### src/rtl/srd_pkg.sv
package srd_pkg;
    typedef enum logic [1:0] {
        ST_IDLE  = 2'd0,
        ST_READ  = 2'd1,
        ST_DRAIN = 2'd2
    } srd_state_e;
endpackage

### src/rtl/srd_addr_gen.sv
module srd_addr_gen #(
    parameter int ADDR_W     = 8,
    parameter int CHUNK_LEN  = 2,
    parameter int STRIDE     = 4,
    parameter int NUM_CHUNKS = 3
) (
    input  logic              clk,
    input  logic              rst_n,
    input  logic              load,
    input  logic [ADDR_W-1:0] base,
    input  logic              adv,
    output logic [ADDR_W-1:0] addr,
    output logic              is_first,
    output logic              is_last
);
    localparam int WIDX_W = $clog2(CHUNK_LEN + 1);
    localparam int CIDX_W = $clog2(NUM_CHUNKS + 1);
    localparam logic [WIDX_W-1:0] W_LAST = WIDX_W'(CHUNK_LEN - 1);
    localparam logic [CIDX_W-1:0] C_LAST = CIDX_W'(NUM_CHUNKS - 1);

    logic [ADDR_W-1:0] chunk_base_q;
    logic [WIDX_W-1:0] widx_q;
    logic [CIDX_W-1:0] cidx_q;

    always_ff @(posedge clk or negedge rst_n) begin
        if (!rst_n) begin
            chunk_base_q <= '0;
            widx_q       <= '0;
            cidx_q       <= '0;
        end else if (load) begin
            chunk_base_q <= base;
            widx_q       <= '0;
            cidx_q       <= '0;
        end else if (adv) begin
            if (widx_q == W_LAST) begin
                widx_q       <= '0;
                chunk_base_q <= chunk_base_q + ADDR_W'(STRIDE);
                cidx_q       <= cidx_q + 1'b1;
            end else begin
                widx_q <= widx_q + 1'b1;
            end
        end
    end

    assign addr     = chunk_base_q + ADDR_W'(widx_q);
    assign is_first = (widx_q == '0) && (cidx_q == '0);
    assign is_last  = (widx_q == W_LAST) && (cidx_q == C_LAST);
endmodule

### src/rtl/srd_lat_pipe.sv
module srd_lat_pipe #(
    parameter int RD_LAT = 1
) (
    input  logic clk,
    input  logic rst_n,
    input  logic vld_in,
    input  logic sop_in,
    input  logic eop_in,
    output logic vld_out,
    output logic sop_out,
    output logic eop_out
);
    logic [2:0] stage_q [RD_LAT];

    generate
        for (genvar g = 0; g < RD_LAT; g++) begin : g_stage
            always_ff @(posedge clk or negedge rst_n) begin
                if (!rst_n) begin
                    stage_q[g] <= '0;
                end else if (g == 0) begin
                    stage_q[g] <= {vld_in, sop_in, eop_in};
                end else begin
                    stage_q[g] <= stage_q[(g == 0) ? 0 : g-1];
                end
            end
        end
    endgenerate

    assign vld_out = stage_q[RD_LAT-1][2];
    assign sop_out = stage_q[RD_LAT-1][1];
    assign eop_out = stage_q[RD_LAT-1][0];
endmodule

### src/rtl/strided_block_reader.sv
module strided_block_reader
    import srd_pkg::*;
#(
    parameter int ADDR_W     = 8,
    parameter int DATA_W     = 16,
    parameter int CHUNK_LEN  = 2,
    parameter int STRIDE     = 4,
    parameter int NUM_CHUNKS = 3,
    parameter int RD_LAT     = 1
) (
    input  logic              clk,
    input  logic              rst_n,
    input  logic              start_i,
    input  logic [ADDR_W-1:0] start_addr_i,
    output logic              mem_rd_en_o,
    output logic [ADDR_W-1:0] mem_rd_addr_o,
    input  logic [DATA_W-1:0] mem_rd_data_i,
    output logic              st_valid_o,
    output logic [DATA_W-1:0] st_data_o,
    output logic              st_sop_o,
    output logic              st_eop_o,
    output logic              done_o
);
    srd_state_e state_q, state_d;
    logic load, rd_en, is_first, is_last;
    logic pipe_vld, pipe_sop, pipe_eop;

    always_ff @(posedge clk or negedge rst_n) begin
        if (!rst_n) state_q <= ST_IDLE;
        else        state_q <= state_d;
    end

    always_comb begin
        state_d = state_q;
        load    = 1'b0;
        rd_en   = 1'b0;
        done_o  = 1'b0;
        unique case (state_q)
            ST_IDLE: begin
                if (start_i) begin
                    load    = 1'b1;
                    state_d = ST_READ;
                end
            end
            ST_READ: begin
                rd_en = 1'b1;
                if (is_last) state_d = ST_DRAIN;
            end
            ST_DRAIN: begin
                if (pipe_vld && pipe_eop) begin
                    done_o  = 1'b1;
                    state_d = ST_IDLE;
                end
            end
            default: state_d = ST_IDLE;
        endcase
    end

    srd_addr_gen #(
        .ADDR_W(ADDR_W), .CHUNK_LEN(CHUNK_LEN),
        .STRIDE(STRIDE), .NUM_CHUNKS(NUM_CHUNKS)
    ) u_agen (
        .clk(clk), .rst_n(rst_n), .load(load), .base(start_addr_i),
        .adv(rd_en), .addr(mem_rd_addr_o),
        .is_first(is_first), .is_last(is_last)
    );

    srd_lat_pipe #(.RD_LAT(RD_LAT)) u_pipe (
        .clk(clk), .rst_n(rst_n),
        .vld_in(rd_en), .sop_in(rd_en && is_first), .eop_in(rd_en && is_last),
        .vld_out(pipe_vld), .sop_out(pipe_sop), .eop_out(pipe_eop)
    );

    assign mem_rd_en_o = rd_en;
    assign st_valid_o  = pipe_vld;
    assign st_sop_o    = pipe_sop;
    assign st_eop_o    = pipe_eop;
    assign st_data_o   = mem_rd_data_i;
endmodule

### config.mk
export PLATFORM = sky130hd
export DESIGN_NAME = strided_block_reader
export DESIGN_NICKNAME = d
export VERILOG_FILES = /design/src/rtl/srd_pkg.sv /design/src/rtl/srd_addr_gen.sv /design/src/rtl/srd_lat_pipe.sv /design/src/rtl/strided_block_reader.sv
export SDC_FILE = /design/constraint.sdc
export NUM_CORES = 1
export LEC_CHECK = 0
export ABC_AREA = 1
export BUFFER_PORTS_ARGS = -buffer_cell sky130_fd_sc_hd__buf_4
export CAP_MARGIN = 20
export CORE_MARGIN = 4
export CORE_UTILIZATION = 40
export CTS_BUF_LIST = sky130_fd_sc_hd__clkbuf_4 sky130_fd_sc_hd__clkbuf_8 sky130_fd_sc_hd__clkbuf_16
export DETAILED_ROUTE_END_ITERATION = 16
export GPL_TIMING_DRIVEN = 0
export PLACE_DENSITY = 0.71
export SKIP_LAST_GASP = 1
export SLEW_MARGIN = 20
export SYNTH_ARGS = -nofsm -noshare
export SYNTH_HDL_FRONTEND = slang
export SYNTH_HIERARCHICAL = 1
export SYNTH_SLANG_ARGS = --single-unit
### constraint.sdc
create_clock -name clk -period 3.05 [get_ports clk]
set_clock_uncertainty 0.2 [all_clocks]
set_input_delay 0.1525 -clock clk [delete_from_list [all_inputs] [get_ports clk]]
set_output_delay 0.1525 -clock clk [all_outputs]
set_load 0.01 [all_outputs]
==> results.sh, run 1 <==
export IMPL_slew_violations=0
export IMPL_ant_nets=0
export IMPL_die_w_um=61.79
export IMPL_worstSetupEndpointType="primary output"
export IMPL_start_util_pct=41.97
export IMPL_crit_arrival_ns=1.89
export IMPL_cts_root_buf="clkbuf_4"
export IMPL_cts_sinks=17
export IMPL_design_power_total_mw=1.275
export IMPL_timing_fmax_ghz=0.4462
export IMPL_finalSetupTns_ns=0
export IMPL_port_buffers=39
export IMPL_die_h_um=61.79
export IMPL_instances_no_fill=233
export IMPL_io_pins=56
export IMPL_gr_total_overflow=0
export IMPL_period_minus_slack_ns=2.241
export IMPL_hold_class="in2async"
export IMPL_yosysSeqAreaShare_pct=36.76
export IMPL_syn_cell_area_um2=1157
export IMPL_cap_violations=0
export IMPL_r2r_cells=7
export IMPL_insertion_delay_ns=0.29
export IMPL_path_class="reg2out"
export IMPL_startpoint="u_agen/widx_q[0]"
export IMPL_ir_drop_mv=0.4792
export IMPL_post_route_period_util_pct=73.48
export IMPL_crit_end="mem_rd_addr_o[6]"
export IMPL_area_delta_synth_final_pct=39.68
export IMPL_vias=1068
export IMPL_globalplace_congestion=0.8461
export IMPL_path_max_fanout=4
export IMPL_clock_path_buffers=2
export IMPL_drc=0
export IMPL_avgViaCountPerCell=4.584
export IMPL_diodes=0
export IMPL_reg2reg_to="u_agen/chunk_base_q[5]"
export IMPL_cts_clk_slew_worst_paths_ns=0.10
export IMPL_ctsHtreeMaxLevel=1
export IMPL_crit_chain="ha_1, inv_1, fa_1, nor2_1, xor2_1, buf_4"
export IMPL_cts_buffers=3
export IMPL_grt_max_degree=18
export IMPL_status="complete, no violations"
export IMPL_post_cts_resized=0
export IMPL_rows=19
export IMPL_grt_pass1_wl_um=4174
export IMPL_die_area_um2=3818
export IMPL_crit_slowest_cell="dfrtp_1"
export IMPL_fp_coreArea_um2=2758
export IMPL_cts_tree="built"
export IMPL_avgSynthCellArea_um2=7.768
export IMPL_wire_per_inst_um=11.18
export IMPL_ys_ff_latch=17
export IMPL_drtPass1Iterations=4
export IMPL_ys_warn_count=6
export IMPL_mostFrequentLayoutCell="buf_4"
export IMPL_syn_nets=182
export IMPL_drt_iter0_markers=20
export IMPL_drive_above_1_share_pct=34.65
export IMPL_reg2reg_slack_ns=1.52
export IMPL_dp_hpwl_um=2080
export IMPL_p_leak_nw=0.9013
export IMPL_hold_viol=0
export IMPL_synth_cell_type_count=24
export IMPL_required_ns=2.70
export IMPL_wl_um=2606
export IMPL_p_per_area_nw_per_um2=788.5
export IMPL_setup_viol=0
export IMPL_cp_start_kind="flip-flop"
export IMPL_worst_slew_pin_slew_ns=0.2633
export IMPL_place_inst=219
export IMPL_grt_usage_pct=14.69
export IMPL_netlist_instances=149
export IMPL_grt_pass1_vias=1019
export IMPL_antenna_found_initial=0
export IMPL_rsz0062_at_grt="false"
export IMPL_max_stage_delay_ns=0.44
export IMPL_slew_headroom_pct=82.26
export IMPL_r2r_start="state_q[1]"
export IMPL_fin_nets=236
export IMPL_mostFrequentLayoutCells="buf_4, nand2_1, inv_1"
## worst min-delay path by stage
stage,start,to,cells past startpoint
after floorplan,rst_n,state_q[0],0
after global placement,rst_n,u_pipe/stage_q[1],1
after detailed placement,rst_n,u_pipe/stage_q[2],1
after CTS,rst_n,u_pipe/stage_q[2],2
after global routing,rst_n,u_pipe/stage_q[2],2
final,rst_n,u_pipe/stage_q[2],2
## sequential cells by signal, indices dropped and copies added (netlist names)
signal / cells
state_q: 2
u_agen/widx_q: 2
u_pipe/stage_q: 3
u_agen/chunk_base_q: 8
u_agen/cidx_q: 2
## kinds of logic (layout without fill, tap and decap cells)
logic type / after synthesis / count (layout) / synth area share [%]
compound gates: 12 / 12 / 5.405
xor+xnor: 3 / 3 / 2.271
fa+ha+maj: 6 / 6 / 7.135
buf+inv: 42 / 95 / 19.78
flops: 17 / 17 / 36.76
simple gates: 69 / 69 / 28.65
## worst max-delay path, delay by kind of cell, from the launching register on
family,cells,cell delay (ns)
adders and majority gates,2,0.63
DFF,1,0.44
buffers and inverters,2,0.19
and+or+nand+nor,1,0.16
xor gates and xnor gates,1,0.16
## synth_stat cells
cell type,n,area (µm²)
o21bai_1,1,7.510
nor3_1,1,5.000
inv_1,21,78.83
nand2_2,1,6.260
nor2_1,4,15.01
ha_1,5,62.56
nand3_4,1,17.52
and3_1,1,6.260
nand3_1,18,90.09
xnor2_1,1,8.760
nand3b_1,1,7.510
nor2_4,2,22.52
o21ai_0,9,45.04
dfrtp_1,17,425.4
nand3_2,1,10.01
nand2_1,37,138.9
xor2_1,2,17.52
buf_6,1,11.26
nand4_1,1,6.260
nor2_2,1,6.260
buf_4,17,127.6
fa_1,1,20.02
inv_2,3,11.26
a21oi_1,2,10.01
## cell type report
type	count	area [µm²]
inverter	24	90.09
timing repair buffer	49	392.9
fill	272	1141
buffer	18	138.9
tap	31	38.79
multi-input combinational	90	503.0
clock inverter	1	5.005
clock buffer	3	22.52
sequential	17	425.4
## power by group
group          total (mW)  leakage (nW)  switching [mW]  internal [mW]
registers           0.408         0.214          0.0893          0.319
logic               0.747         0.670           0.415          0.332
clock network       0.119        0.0177          0.0704         0.0487
total                1.27         0.901           0.575          0.700
## routing by layer
metal	routed length [µm]	GRT usage [%]	up-vias
li1	-	-	553
met2	1332	25.11	24
met4	10	6.364	0
met5	0	0	-
met3	156	2.893	2
met1	1107	17.90	489
## repair_timing
action,in CTS,in global routing
endpoints found under the setup margin,0,0
buffers inserted,0,0
hold endpoints to repair,26,0
hold buffers,10,0
## per-stage QoR
step	area (µm²)	hold WS [ns]	util (%)	setup slack (ns)
after floorplan	1157	-0.3431	-	1.287
after global placement	1489	-0.1763	53.99	1.147
after detailed placement	1489	-0.1716	53.99	1.151
after CTS	1617	0.04711	58.62	0.7930
after global routing	1617	0.06434	58.62	0.6750
final	1617	0.05124	58.62	0.8090
(Power assumes the default switching activity.)
==> run 2: changes to the inputs <==
Settings changed: ABC_AREA 1 to 0, PLACE_DENSITY 0.71 to 0.75.
Clock period 3.05 ns to 1.8 ns, I/O delays scaled along.
==> results.sh, run 2 <==
export IMPL_yosysMostFrequentCell="dfrtp_1"
export IMPL_required_ns=1.51
export IMPL_synth_edf_count=0
export IMPL_avgSynthCellArea_um2=9.826
export IMPL_violations="negative hold slack, negative setup slack"
export IMPL_grt_pass1_vias=1036
export IMPL_port_buffers=39
export IMPL_ys_warn_count=6
export IMPL_diodes=0
export IMPL_grt_pass1_wl_um=4312
export IMPL_largest_reg_flops=8
export IMPL_crit_arrival_ns=1.68
export IMPL_cts_sinks=17
export IMPL_dp_slack_ns=-0.1416
export IMPL_fillCellCount=206
export IMPL_ir_drop_mv=0.9708
export IMPL_synth_compound_area_share_pct=7.009
export IMPL_die_w_um=59.75
export IMPL_area_delta_synth_final_pct=54.56
export IMPL_rsz0062_at_grt="true"
export IMPL_cap_violations=0
export IMPL_mostFrequentLayoutCell="buf_4"
export IMPL_worstSetupEndpointType="primary output"
export IMPL_synth_cell_type_count=32
export IMPL_use_met3_pct=4.536
export IMPL_drt_iter0_markers=38
export IMPL_die_h_um=59.75
export IMPL_avgViaCountPerCell=4.949
export IMPL_wire_per_inst_um=13.24
export IMPL_ctsHtreeMaxLevel=1
export IMPL_globalplace_congestion=0.8334
export IMPL_io_pins=56
export IMPL_hold_viol=17
export IMPL_synth_area_top_cells="dfrtp_1, buf_4, ha_1, xnor2_1, xor2_1"
export IMPL_synthArstFlopShare_pct=100.0
export IMPL_ant_nets=0
export IMPL_crit_slowest_cell="dfrtp_1"
export IMPL_drtPass1Iterations=5
export IMPL_grt_usage_pct=15.66
export IMPL_fin_nets=202
export IMPL_design_area_um2=1655
export IMPL_dp_hpwl_um=1808
export IMPL_mostFrequentLayoutCells="buf_4, dfrtp_1, dlygate4sd3_1"
export IMPL_path_class="reg2out"
export IMPL_cp_start_kind="flip-flop"
export IMPL_critical_path_top_delay_family="adder cells"
export IMPL_yosysSeqAreaShare_pct=39.72
export IMPL_gr_total_overflow=0
export IMPL_cts_root_buf="clkbuf_4"
export IMPL_drc=0
export IMPL_crit_chain="ha_4, inv_2, fa_2, nand2b_4, xnor2_2, buf_4"
export IMPL_timing_hold_ws_ns=-0.02477
export IMPL_antenna_found_initial=0
export IMPL_netlist_instances=109
export IMPL_slew_headroom_pct=83.59
export IMPL_post_route_period_util_pct=109.4
export IMPL_hold_class="in2async"
export IMPL_rows=18
export IMPL_start_util_pct=42.46
export IMPL_fp_coreArea_um2=2522
export IMPL_reg_top3="u_agen/chunk_base_q x8, u_pipe/stage_q x3"
export IMPL_slew_violations=0
export IMPL_top_usage_layer="met2"
export IMPL_synthMuxAreaShare_pct=2.921
export IMPL_netlist_top_cells_count="dfrtp_1, buf_4, nand2_1"
export IMPL_final_core_util_pct=65.63
export IMPL_regMostFlops="u_agen/chunk_base_q"
export IMPL_vias=980
export IMPL_synth_top_area_cell="dfrtp_1"
export IMPL_cts_tree="built"
export IMPL_setup_slack_ns=-0.1697
export IMPL_wl_um=2622
export IMPL_p_per_area_nw_per_um2=1397
export IMPL_grt_max_degree=18
export IMPL_cts_clk_slew_worst_paths_ns=0.11
export IMPL_use_met1_pct=18.11
export IMPL_clock_path_buffers=2
export IMPL_use_met2_pct=27.78
export IMPL_synth_fa_ha_area_share_pct=7.710
export IMPL_synth_top_area_share_pct=39.72
export IMPL_ys_ff_latch=17
export IMPL_worst_slew_pin_slew_ns=0.2446
export IMPL_syn_cell_area_um2=1071
export IMPL_crit_buf_inv=2
export IMPL_timing_fmax_ghz=0.5077
export IMPL_placed_cell_area_um2=1401
export IMPL_instances_no_fill=198
export IMPL_finalSetupTns_ns=-0.8745
export IMPL_insertion_delay_ns=0.30
export IMPL_syn_nets=142
export IMPL_status="complete, but fails checks"
export IMPL_p_leak_nw=0.8270
export IMPL_yosys_area_share_simple_pct=20.09
export IMPL_place_inst=178
export IMPL_synth_top_family_by_area="simple AND/OR/NAND/NOR gates"
export IMPL_setup_viol=7
export IMPL_drive_above_1_share_pct=50.60
export IMPL_die_area_um2=3569
export IMPL_design_power_total_mw=2.312
export IMPL_period_minus_slack_ns=1.970
export IMPL_synthFlopType="dfrtp_1"
export IMPL_multi_input_area_um2=564.3
export IMPL_synthXorXnorAreaFrac_pct=8.178
export IMPL_layout_area_seq_um2=427.9
export IMPL_max_stage_delay_ns=0.40
export IMPL_path_max_fanout=3
export IMPL_cts_buffers=3
[run 2: area by class of cell]
cell class / count / area share (%)
repair buffers: 55 / 26.68
multi-input cells: 67 / 34.09
well taps: 30 / 2.268
clock buffers: 3 / 1.361
inverters: 7 / 1.587
plain buffers: 18 / 7.861
clock inverters: 1 / 0.3023
flip-flops and latches: 17 / 25.85
[run 2: worst register-to-register path: stages (launching register included)]
cell and delay [ns]:
dfrtp_2 0.44, ha_2 0.25, nand3_1 0.18, or4_1 0.53, nand3_1 0.10
[run 2: metal layers]
metal / part of all wire [%] / vias up
met3: 7.9 / 11
met2: 51 / 48
li1: - / 462
met4: 2.8 / 0
met5: 0 / -
met1: 39 / 459
[run 2: worst paths after layout]
| path | start | endpoint | slack (ns) | cells past startpoint |
|---|---|---|---|---|
| hold reg to reg | state_q[1] | state_q[0] | 0.34 | 1 |
| setup reg to reg | u_agen/chunk_base_q[2] | u_agen/chunk_base_q[6] | 0.05 | 4 |
| hold / removal | rst_n | u_agen/chunk_base_q[6] | -0.02 | 2 |
| setup / recovery | u_agen/chunk_base_q[0] | mem_rd_addr_o[4] | -0.17 | 6 |
| min in group clk | mem_rd_data_i[4] | st_data_o[4] | 0.16 | 2 |
| max in group asynchronous | rst_n | u_agen/widx_q[0] | 1.21 | 2 |
[run 2: logic make-up after synthesis]
group           count (synthesis)
compound gates                 12
simple gates                   36
buf+inv                        25
mux                             3
xor+xnor                       10
flops                          17
fa+ha+maj                       6
[run 2: timing repair]
| action | CTS | global route |
|---|---|---|
| resized for setup | 14 | 8 |
| pin swaps | 7 | 3 |
| setup buffers | 4 | 2 |
| endpoints found under the hold margin | 26 | 0 |
| setup endpoints to repair | 15 | 15 |
| hold buffers | 11 | 0 |
[run 2: report_power, final]
part           internal, mW  switching [mW]
clock network        0.0828           0.125
registers             0.550           0.178
logic                 0.733           0.644
==> run 3: changes to the inputs <==
Settings changed: GPL_TIMING_DRIVEN 0 to not set.
==> results.sh, run 3 (synthesized netlist as in run 2, its figures left out) <==
export IMPL_status="complete, but fails checks"
export IMPL_violations="negative hold slack, negative setup slack"
export IMPL_mostFrequentLayoutCell="buf_4"
export IMPL_cts_buffers=3
export IMPL_reg_top3="u_agen/chunk_base_q x8, u_pipe/stage_q x3"
export IMPL_path_max_fanout=3
export IMPL_crit_arrival_ns=1.71
export IMPL_internal_power_mw=1.328
export IMPL_path_class="reg2out"
export IMPL_timing_fmax_ghz=0.4991
export IMPL_grt_usage_pct=13.34
export IMPL_port_buffers=23
export IMPL_fillCellCount=213
export IMPL_startpoint="u_agen/widx_q[0]"
export IMPL_drive_above_1_share_pct=33.77
export IMPL_worst_slew_pin_slew_ns=0.2468
export IMPL_die_h_um=59.75
export IMPL_grt_max_degree=19
export IMPL_power_frac_seq_pct=31.8
export IMPL_cts_tree="built"
export IMPL_gr_total_overflow=0
export IMPL_wire_per_inst_um=13.03
export IMPL_required_ns=1.51
export IMPL_timing_hold_ws_ns=-0.01299
export IMPL_fin_nets=185
export IMPL_ant_nets=0
export IMPL_rsz0062_at_grt="true"
export IMPL_period_minus_slack_ns=2.003
export IMPL_place_inst=148
export IMPL_area_delta_synth_final_pct=44.86
export IMPL_slew_headroom_pct=83.45
export IMPL_io_pins=56
export IMPL_p_per_area_nw_per_um2=1437
export IMPL_multi_input_area_um2=543.0
export IMPL_switchingPower_uw=901.3
export IMPL_p_clk_share_pct=9.3
export IMPL_cts_root_buf="clkbuf_4"
export IMPL_drt_iter0_markers=16
export IMPL_placed_cell_area_um2=1184
export IMPL_crit_chain="ha_2, inv_2, fa_2, nand2b_4, xnor2_2, buf_4"
export IMPL_drtPass1Iterations=4
export IMPL_setup_viol=7
export IMPL_die_w_um=59.75
export IMPL_hold_class="in2async"
export IMPL_largest_reg_flops=8
export IMPL_dp_hpwl_um=1566
export IMPL_r2r_start="u_agen/chunk_base_q[3]"
export IMPL_rows=18
export IMPL_max_stage_delay_ns=0.37
export IMPL_grt_pass1_vias=852
export IMPL_cap_violations=0
export IMPL_slew_violations=0
export IMPL_grt_pass1_wl_um=3574
export IMPL_diodes=0
export IMPL_layout_area_seq_um2=427.9
export IMPL_crit_slowest_cell="dfrtp_1"
export IMPL_setup_slack_ns=-0.2034
export IMPL_worstSetupEndpointType="primary output"
export IMPL_post_route_period_util_pct=111.3
export IMPL_fp_coreArea_um2=2522
export IMPL_vias=872
export IMPL_dp_slack_ns=-0.03696
export IMPL_ctsHtreeMaxLevel=1
export IMPL_drc=0
export IMPL_insertion_delay_ns=0.29
export IMPL_instances_no_fill=181
export IMPL_avgViaCountPerCell=4.818
export IMPL_hold_viol=17
export IMPL_clock_path_buffers=2
export IMPL_ir_drop_mv=0.8868
export IMPL_antenna_found_initial=0
export IMPL_p_leak_nw=0.7064
export IMPL_mostFrequentLayoutCells="buf_4, dlygate4sd3_1, dfrtp_1"
export IMPL_regMostFlops="u_agen/chunk_base_q"
export IMPL_design_area_um2=1551
export IMPL_die_area_um2=3569
export IMPL_wl_um=2359
export IMPL_swShare_pct=40.43
export IMPL_globalplace_congestion=0.8181
export IMPL_design_power_total_mw=2.229
export IMPL_start_util_pct=42.46
export IMPL_cts_clk_slew_worst_paths_ns=0.10
export IMPL_cts_sinks=17
export IMPL_p_comb_share_pct=59.0
export IMPL_cp_start_kind="flip-flop"
run 3: changes by cell type in the layout (fill, tap and decap cells not counted), sizes merged:
cell	before	now
dlygate4sd3	10	26
clkbuf	5	3
buf	61	30
run 3: what timing repair did:
action / CTS / global route
pin swaps: 2 / 3
hold endpoints to repair: 42 / 0
buffers inserted: 2 / 1
hold buffers: 27 / 0
setup endpoints to repair: 7 / 15
resized for setup: 8 / 7
run 3: cell type report:
| class | count | share of cell area [%] |
|---|---|---|
| multi-input cells | 67 | 35.00 |
| well taps | 30 | 2.419 |
| clock inverters | 1 | 0.3226 |
| inverters | 7 | 1.694 |
| flip-flops and latches | 17 | 27.58 |
| repair buffers | 56 | 31.53 |
| clock buffers | 3 | 1.452 |
run 3: power groups by stage:
stage	Sequential, mW	Clock [mW]	Combinational, mW
after global placement	0.695	0	1.10
after floorplan	0.698	0	0.689
after global routing	0.733	0.228	1.45
after detailed placement	0.703	0	1.13
after CTS	0.699	0.221	1.28
final	0.708	0.207	1.31
run 3: critical path: cells and delay by family, from the launching register on:
| family | cells | cell delay [ns] |
|---|---|---|
| adders and majority gates | 2 | 0.55 |
| DFF | 1 | 0.37 |
| buffers and inverters | 2 | 0.18 |
| and+or+nand+nor | 1 | 0.16 |
| xor gates and xnor gates | 1 | 0.16 |
run 3: routing by layer:
| metal | wire (µm) | track usage (%) |
|---|---|---|
| met1 | 1046 | 17.69 |
| met2 | 1154 | 20.83 |
| met3 | 133 | 1.512 |
| met4 | 25 | 7.595 |
| met5 | 0 | 0 |
run 3: path summary, 6_finish.rpt:
| path | depth (start not counted) | slack (ns) | end |
|---|---|---|---|
| max | 6 | -0.20 | mem_rd_addr_o[4] |
| min | 2 | -0.01 | u_agen/chunk_base_q[6] |
| max reg2reg | 4 | 0.13 | u_agen/chunk_base_q[6] |
| min reg2reg | 1 | 0.29 | state_q[0] |
| max in group asynchronous | 2 | 1.20 | u_agen/chunk_base_q[2] |
| min in group clk | 1 | 0.29 | state_q[0] |
run 3: stage by stage:
stage	util, %	TNS, ns
after floorplan	-	0
after global placement	46.92	0
after detailed placement	46.92	-0.03696
after CTS	60.37	-1.291
after global routing	61.51	-1.304
final	61.51	-0.7843
